## config.mk

```make
export PLATFORM = sky130hd
export DESIGN_NAME = wdt_window_core
export DESIGN_NICKNAME = d
export VERILOG_FILES = /design/src/rtl/wdt_pkg.sv /design/src/rtl/wdt_window_calc.sv /design/src/rtl/wdt_tick_gen.sv /design/src/rtl/wdt_status.sv /design/src/rtl/wdt_window_core.sv
export SDC_FILE = /design/constraint.sdc
export NUM_CORES = 1
export LEC_CHECK = 0
export ABC_AREA = 1
export BUFFER_PORTS_ARGS = -buffer_cell sky130_fd_sc_hd__buf_2
export CAP_MARGIN = 15
export CELL_PAD_IN_SITES_DETAIL_PLACEMENT = 2
export CELL_PAD_IN_SITES_GLOBAL_PLACEMENT = 2
export CORE_UTILIZATION = 36
export DETAILED_ROUTE_END_ITERATION = 8
export PLACE_DENSITY_LB_ADDON = 0.1
export SETUP_SLACK_MARGIN = 0.4
export SYNTH_ARGS = -nofsm -noshare
export SYNTH_HDL_FRONTEND = slang
export SYNTH_HIERARCHICAL = 1
export SYNTH_SLANG_ARGS = --single-unit
```

## constraint.sdc

```tcl
create_clock -name clk -period 4 [get_ports clk]
set_input_delay 1 -clock clk [delete_from_list [all_inputs] [get_ports clk]]
set_output_delay 1 -clock clk [all_outputs]
set_load 0.03 [all_outputs]
```

## src/rtl/wdt_pkg.sv

```systemverilog
package wdt_pkg;

  localparam logic [31:0] REFRESH_KEY = 32'h5A45524F;

  localparam int STAT_W    = 6;
  localparam int ST_VIOL   = 0;
  localparam int ST_TO_INT = 4;
  localparam int ST_TO_RST = 5;

  typedef enum logic [1:0] {
    LP_HALT    = 2'd0,
    LP_QUARTER = 2'd1,
    LP_HALF    = 2'd2,
    LP_FULL    = 2'd3
  } lp_rate_e;

  // Lower window edge in sixteenths of the reset threshold.
  function automatic logic [4:0] win_lo_sixteenths(input logic [1:0] code);
    return 5'd8 + {2'b00, code, 1'b0};
  endfunction

  // Upper window increment in sixteenths (meaningful when not full).
  function automatic logic [3:0] win_up_sixteenths(input logic [3:0] code);
    case (code)
      4'd0:    return 4'd8;
      4'd8:    return 4'd7;
      default: return code;
    endcase
  endfunction

  // Codes whose upper edge is the full reset period.
  function automatic logic win_up_full(input logic [3:0] code);
    return (code == 4'd7) || (code > 4'd8);
  endfunction

  // Whether a divided tick is passed on in the current rate phase.
  function automatic logic rate_pass(input logic low_power, input lp_rate_e rate,
                                     input logic [1:0] phase);
    if (!low_power) return 1'b1;
    case (rate)
      LP_FULL:    return 1'b1;
      LP_HALF:    return phase[0];
      LP_QUARTER: return phase == 2'd3;
      default:    return 1'b0;
    endcase
  endfunction

endpackage

```

## src/rtl/wdt_window_calc.sv

```systemverilog
module wdt_window_calc
  import wdt_pkg::*;
#(
  parameter int CNT_W = 16
) (
  input  logic [CNT_W-1:0] cnt,
  input  logic [CNT_W-1:0] rst_thresh,
  input  logic [1:0]       lo_code,
  input  logic [3:0]       up_code,
  output logic             in_window
);
  localparam int EXT_W = CNT_W + 5;

  logic [EXT_W-1:0] full_ext, cnt_ext, lo_prod, inc_prod, lo_edge, up_edge;

  always_comb begin
    full_ext = EXT_W'(rst_thresh);
    cnt_ext  = EXT_W'(cnt);
    lo_prod  = full_ext * EXT_W'(win_lo_sixteenths(lo_code));
    inc_prod = full_ext * EXT_W'(win_up_sixteenths(up_code));
    lo_edge  = lo_prod >> 4;
    up_edge  = win_up_full(up_code) ? full_ext : lo_edge + (inc_prod >> 4);
    in_window = (cnt_ext >= lo_edge) && (cnt_ext < up_edge);
  end

endmodule

```

## src/rtl/wdt_tick_gen.sv

```systemverilog
module wdt_tick_gen
  import wdt_pkg::*;
#(
  parameter int DIV_W = 4
) (
  input  logic             clk,
  input  logic             rst_n,
  input  logic             enable,
  input  logic             run_ok,
  input  logic             base_tick,
  input  logic [DIV_W-1:0] div_exp,
  input  logic             low_power,
  input  lp_rate_e         lp_rate,
  output logic             step
);
  localparam int PRE_W = (1 << DIV_W) - 1;

  logic [PRE_W-1:0] pre_q, wrap_at;
  logic [1:0]       phase_q;
  logic             advance, pre_tick;

  always_comb begin
    for (int i = 0; i < PRE_W; i++) wrap_at[i] = (i < int'(div_exp));
    advance  = enable && run_ok && base_tick && !(low_power && lp_rate == LP_HALT);
    pre_tick = advance && (pre_q >= wrap_at);
    step     = pre_tick && rate_pass(low_power, lp_rate, phase_q);
  end

  always_ff @(posedge clk or negedge rst_n) begin
    if (!rst_n) begin
      pre_q   <= '0;
      phase_q <= '0;
    end else if (!enable) begin
      pre_q   <= '0;
      phase_q <= '0;
    end else begin
      if (advance) pre_q <= pre_tick ? '0 : pre_q + 1'b1;
      if (pre_tick) phase_q <= phase_q + 2'd1;
    end
  end

endmodule

```

## src/rtl/wdt_status.sv

```systemverilog
module wdt_status
  import wdt_pkg::*;
(
  input  logic              clk,
  input  logic              rst_n,
  input  logic [STAT_W-1:0] set_vec,
  input  logic              refresh_ok,
  input  logic              clr_wr,
  input  logic [STAT_W-1:0] clr_mask,
  output logic [STAT_W-1:0] status
);
  for (genvar i = 0; i < STAT_W; i++) begin : g_bit
    if (i == ST_TO_INT) begin : g_refresh_cleared
      always_ff @(posedge clk or negedge rst_n) begin
        if (!rst_n)           status[i] <= 1'b0;
        else if (refresh_ok)  status[i] <= 1'b0;
        else if (set_vec[i])  status[i] <= 1'b1;
      end
    end else begin : g_w1c
      always_ff @(posedge clk or negedge rst_n) begin
        if (!rst_n)                       status[i] <= 1'b0;
        else if (set_vec[i])              status[i] <= 1'b1;
        else if (clr_wr && clr_mask[i])   status[i] <= 1'b0;
      end
    end
  end

endmodule

```

## src/rtl/wdt_window_core.sv

```systemverilog
module wdt_window_core
  import wdt_pkg::*;
#(
  parameter int CNT_W = 16,
  parameter int DIV_W = 4
) (
  input  logic              clk,
  input  logic              rst_n,
  input  logic              enable,
  input  logic              clk_sel,
  input  logic              ext_tick,
  input  logic [DIV_W-1:0]  div_exp,
  input  logic              low_power,
  input  logic [1:0]        lp_rate,
  input  logic              dbg_active,
  input  logic              dbg_run,
  input  logic              win_en,
  input  logic [1:0]        win_lo,
  input  logic [3:0]        win_up,
  input  logic [CNT_W-1:0]  int_thresh,
  input  logic [CNT_W-1:0]  rst_thresh,
  input  logic              int_en,
  input  logic              rst_en,
  input  logic              refresh_wr,
  input  logic [31:0]       refresh_data,
  input  logic              clr_wr,
  input  logic [STAT_W-1:0] clr_mask,
  output logic [STAT_W-1:0] status,
  output logic              irq,
  output logic              wdt_rst
);
  localparam logic [CNT_W-1:0] CNT_MAX = {CNT_W{1'b1}};

  logic [CNT_W-1:0]  cnt;
  logic              base_tick, run_ok, step;
  logic              key_ok, in_win, refresh_ok, viol_evt;
  logic              to_int_hit, to_rst_hit;
  logic [STAT_W-1:0] set_vec;

  assign base_tick = clk_sel ? ext_tick : 1'b1;
  assign run_ok    = !(dbg_active && !dbg_run);

  wdt_tick_gen #(.DIV_W(DIV_W)) u_tick (
    .clk       (clk),
    .rst_n     (rst_n),
    .enable    (enable),
    .run_ok    (run_ok),
    .base_tick (base_tick),
    .div_exp   (div_exp),
    .low_power (low_power),
    .lp_rate   (lp_rate_e'(lp_rate)),
    .step      (step)
  );

  wdt_window_calc #(.CNT_W(CNT_W)) u_win (
    .cnt        (cnt),
    .rst_thresh (rst_thresh),
    .lo_code    (win_lo),
    .up_code    (win_up),
    .in_window  (in_win)
  );

  assign key_ok     = refresh_wr && enable && (refresh_data == REFRESH_KEY);
  assign refresh_ok = key_ok && (!win_en || in_win);
  assign viol_evt   = key_ok && win_en && !in_win;
  assign to_int_hit = enable && (cnt >= int_thresh);
  assign to_rst_hit = enable && (cnt >= rst_thresh);

  always_comb begin
    set_vec            = '0;
    set_vec[ST_VIOL]   = viol_evt;
    set_vec[ST_TO_INT] = to_int_hit;
    set_vec[ST_TO_RST] = to_rst_hit;
  end

  always_ff @(posedge clk or negedge rst_n) begin
    if (!rst_n)                        cnt <= '0;
    else if (!enable || refresh_ok)    cnt <= '0;
    else if (step && cnt != CNT_MAX)   cnt <= cnt + 1'b1;
  end

  wdt_status u_stat (
    .clk        (clk),
    .rst_n      (rst_n),
    .set_vec    (set_vec),
    .refresh_ok (refresh_ok),
    .clr_wr     (clr_wr),
    .clr_mask   (clr_mask),
    .status     (status)
  );

  assign irq     = int_en && status[ST_TO_INT];
  assign wdt_rst = rst_en && status[ST_TO_RST];

endmodule

```

==> impl_metrics.yaml, run 1 <==
yosys:
  synthesis.area_um2: 9320
  yosys.area.top_type_share_pct: 22.4
  synth_flop_cell: "dfrtp_1"
  synth_area_leaders: "ha_1 (22%), nand2_1 (14%), inv_1 (12%), dfrtp_1 (10%), fa_1 (9.2%)"
  synth_edf_count: 0
  netlist_instances: 1433
  synthArstFlopShare_pct: 100
  yosysTopAreaCell: "ha_1"
  yosys-top-cells-count: "nand2_1 (338), inv_1 (297), nor2_1 (173)"
  ys_warn_count: 6
  yosysSeqAreaShare_pct: 10.5
  synth_area_per_cell_um2: 6.51
  post-synth-top-count-cell: "nand2_1"
  synthDistinctLibCells: 49
  synth_seq_cells: 39
clocking:
  post_cts_buffers: 25
  h-tree-depth: 2
  cts.sinks: 39
  cts_max_path_buffers: 2
  clock-root-buffer: "clkbuf_16"
  cts-hold-fix-buffers: 0
  cts_buffers: 5
  ctsResizeCount: 146
place:
  io_buffers: 101
  hpwlAfterDp_mm: 37.8
  gp_congestion: 0.859
  dp_cells: 2060
floorplan:
  ios: 103
  die_y_um: 163
  start_util_pct: 36.8
  die_x_um: 163
  row_count: 58
outcome:
  run_status: "aborted with a tool error"
  stop_error: "[ERROR DPL-0033] detailed placement checks failed during check placement."
  haltStage: "4_1_cts"
[logic make-up after synthesis]
family / share of synthesized area, %
AO/OA/AOI/OAI: 10.9
XOR/XNOR: 4.04
adder cells (fa/ha/maj): 31.6
buffers and inverters: 13.1
flip-flops: 10.5
other: 0.0402
AND/OR/NAND/NOR: 29.8
[per-stage QoR]
step / setup WS [ns] / area, µm² / hold WS (ns) / TNS (ns) / util [%]
after floorplan: -2.22 / 9510 / 0.475 / -39.00 / -
after global placement: -3.03 / 11900 / 0.452 / -53.58 / 47.0
after detailed placement: -3.62 / 11900 / 0.464 / -63.77 / 47.0
==> inputs of run 2 (changes only) <==
Settings changed: CELL_PAD_IN_SITES_DETAIL_PLACEMENT 2 to not set, CELL_PAD_IN_SITES_GLOBAL_PLACEMENT 2 to not set, CORE_UTILIZATION 36 to 25, PLACE_DENSITY_LB_ADDON 0.1 to 0.15, SETUP_SLACK_MARGIN 0.4 to not set.
==> run 2 against run 1 <==
Net effect:
- area after synthesis stayed put
- synthesized cell count unchanged
- the flow now finishes, with violations (setup timing)
==> impl_metrics.yaml, run 2 <==
worst_setup_path:
  worstPathRequired_ns: 4.18
  r2r_slack_ns: 1.38
  worst-setup-path-type: "primary input to register"
  critPathArrivalTime_ns: 6.75
  crit_buf_inv: 10
  start_kind: "primary input"
  rr_worst_depth: 20
  path_delay_family: "adder cells"
  cpPeakStageDelay_ns: 0.49
  worst-path-max-fanout: 6
  r2r-end: "u_stat/status[0]$_DFFE_PN0P_"
  critPathCaptureType: "register"
  slowest_stage: "fa_1"
  r2r_start: "cnt[4]$_DFFE_PN0P_"
  cp-startpoint: "win_up[0]"
  timing.critical_path.mode_cell: "nand2_1"
power:
  power_w: 0.00586
  p_sw_w: 0.00273
  internal_power_w: 0.00313
  pwr-share-clk_pct: 6.8
  combPwrFrac_pct: 86.3
  swShare_pct: 46.6
  peakVddDrop_uv: 314
  powerDensity_nw_per_um2: 438
  pwr-share-seq_pct: 6.9
  leakagePower_nw: 7.47
layout:
  drive_gt1_share_pct: 31.5
  fin_area_um2: 13400
  syn2layout_area_growth_pct: 43.3
  final_common_cell: "nand2_1"
  reg_top3: "cnt x16, u_tick/pre_q x15, u_stat/status x6"
  final_cells: 2251
  fill_cells: 3957
  nets: 2086
  top_register: "cnt"
  multiInputGateArea_um2: 8010
  largest_reg_flops: 16
  regArea_um2: 976
  layout_common_cells: "nand2_1 (310), inv_1 (280), buf_4 (235)"
hold_path:
  hold_depth: 2
  hold_class: "register to register"
  min_to: "u_stat/status[0]$_DFFE_PN0P_"
  min_from: "u_stat/status[0]$_DFFE_PN0P_"
route:
  wirelength_mm: 31.3
  vias_per_cell: 4.41
  routedWlPerCell_um: 13.9
  drtPass1Iterations: 5
  dr_total_vias: 9930
  drtIter0Drc: 462
  post-route-drc-count: 0
  drtAntennaViolNets: 0
floorplan:
  die_x_um: 195
  coreArea_um2: 36600
  ios: 103
  row_count: 70
  start_util_pct: 25.5
  die-area_um2: 38100
  die_y_um: 195
timing:
  worst_slack_ns: -2.57
  tightest_slew_ns: 0.939
  hold_violations: 0
  period_share_pct: 164
  fin_skew_ns: 0.00327
  rsz0062_at_grt: "true"
  finalCriticalPeriod_ns: 6.57
  tns_ns: -45.48
  slew_headroom_pct: 37.4
  whs_ns: 0.467
  setup_viol: 18
  drv_slew: 0
  max_freq_mhz: 152
outcome:
  violations: "setup timing"
  run_status: "complete, but fails checks"
yosys:
  synth_area_leaders: "ha_1 (22%), nand2_1 (14%), inv_1 (12%), dfrtp_1 (10%), fa_1 (9.2%)"
  synth_area_per_cell_um2: 6.51
  yosys-top-cells-count: "nand2_1 (338), inv_1 (297), nor2_1 (173)"
  yosysSeqAreaShare_pct: 10.5
  synth_seq_cells: 39
  synth_edf_count: 0
  synthesis.area_um2: 9320
  yosysTopAreaCell: "ha_1"
  netlist_instances: 1433
  yosys.area.top_type_share_pct: 22.4
  post-synth-top-count-cell: "nand2_1"
  ys_warn_count: 6
  synthArstFlopShare_pct: 100
  synth_flop_cell: "dfrtp_1"
  synthDistinctLibCells: 49
place:
  dp_cells: 2192
  io_buffers: 101
  gp_congestion: 0.831
  dpl_cell_area_um2: 12100
  hpwlAfterDp_mm: 26.0
clocking:
  cts_buffers: 5
  worstSkewPairLatency_ns: 0.29
  cts.sinks: 39
  clock-root-buffer: "clkbuf_16"
  cts_tree: "built"
  h-tree-depth: 2
  cts_max_path_buffers: 2
  cts.clk_slew.worst_paths_ns: 0.06
grt:
  grt_overflow: 0
  grt_usage_pct: 16.9
  antenna_found_initial: 2
  grt_pass1_wl_mm: 51.5
  grt_max_degree: 40
  grt_pass1_vias: 9908
job:
  maxCapViolCount: 0
[run 2: cell counts after synthesis]
No cell type changed its count.
[run 2: per-stage QoR]
stage / utilization, % / setup slack (ns)
finish: 36.5 / -2.57
CTS: 35.6 / -2.51
floorplan: - / -2.22
detailed placement: 33.0 / -3.11
global route: 36.5 / -2.83
global placement: 33.0 / -3.07
[run 2: what timing repair did]
item | CTS | global route
pin swaps | 84 | 75
setup endpoints to repair | 18 | 18
buffers inserted | 45 | 5
gates resized for setup | 109 | 67
hold buffers | 0 | 0
cloned | 3 | 0
[run 2: kinds of logic after synthesis]
group	synth area share, %
AOI/OAI and AO/OA	10.9
xor gates and xnor gates	4.04
buffers and inverters	13.1
adders and majority gates	31.6
DFF	10.5
and+or+nand+nor	29.8
other	0.0402
[run 2: area by class of cell]
class	count	share of cell area, %
clock inverter	2	0.0936
multi-input combinational	1081	59.9
tap	468	4.38
inverter	303	8.55
antenna	1	0.0187
sequential	39	7.30
clock buffer	6	0.965
timing repair buffer	351	18.8
[run 2: per-layer routing]
| layer | GRT usage (%) | routed length (µm) | up-vias |
|---|---|---|---|
| met5 | 0 | 23 | - |
| met4 | 2.25 | 372 | 4 |
| met3 | 1.38 | 745 | 21 |
| met2 | 28.5 | 14400 | 106 |
| met1 | 24.0 | 15800 | 4595 |
| li1 | - | - | 5204 |
[run 2: how the worst max path moves through the flow]
stage | endpoint | cells after the start
after detailed placement | cnt[5]$_DFFE_PN0P_ | 42
after floorplan | cnt[2]$_DFFE_PN0P_ | 44
after global placement | cnt[2]$_DFFE_PN0P_ | 40
after global routing | cnt[14]$_DFFE_PN0P_ | 47
final | cnt[14]$_DFFE_PN0P_ | 45
after CTS | cnt[8]$_DFFE_PN0P_ | 42
[run 2: power by group through the flow]
stage	combinational [W]	sequential (W)	clock, W
final	0.00506	0.000402	0.000397
after global routing	0.00561	0.000403	0.000428
after CTS	0.00466	0.000402	0.000417
after detailed placement	0.00414	0.000409	0
after global placement	0.00416	0.000409	0
after floorplan	0.00231	0.000415	0
[run 2: worst min-delay path: stages (launching register included)]
cell and delay [ns]:
dfrtp_1 0.33, nand2_1 0.06, nand2_1 0.05
No activity file was read; power rests on OpenSTA's default activity.
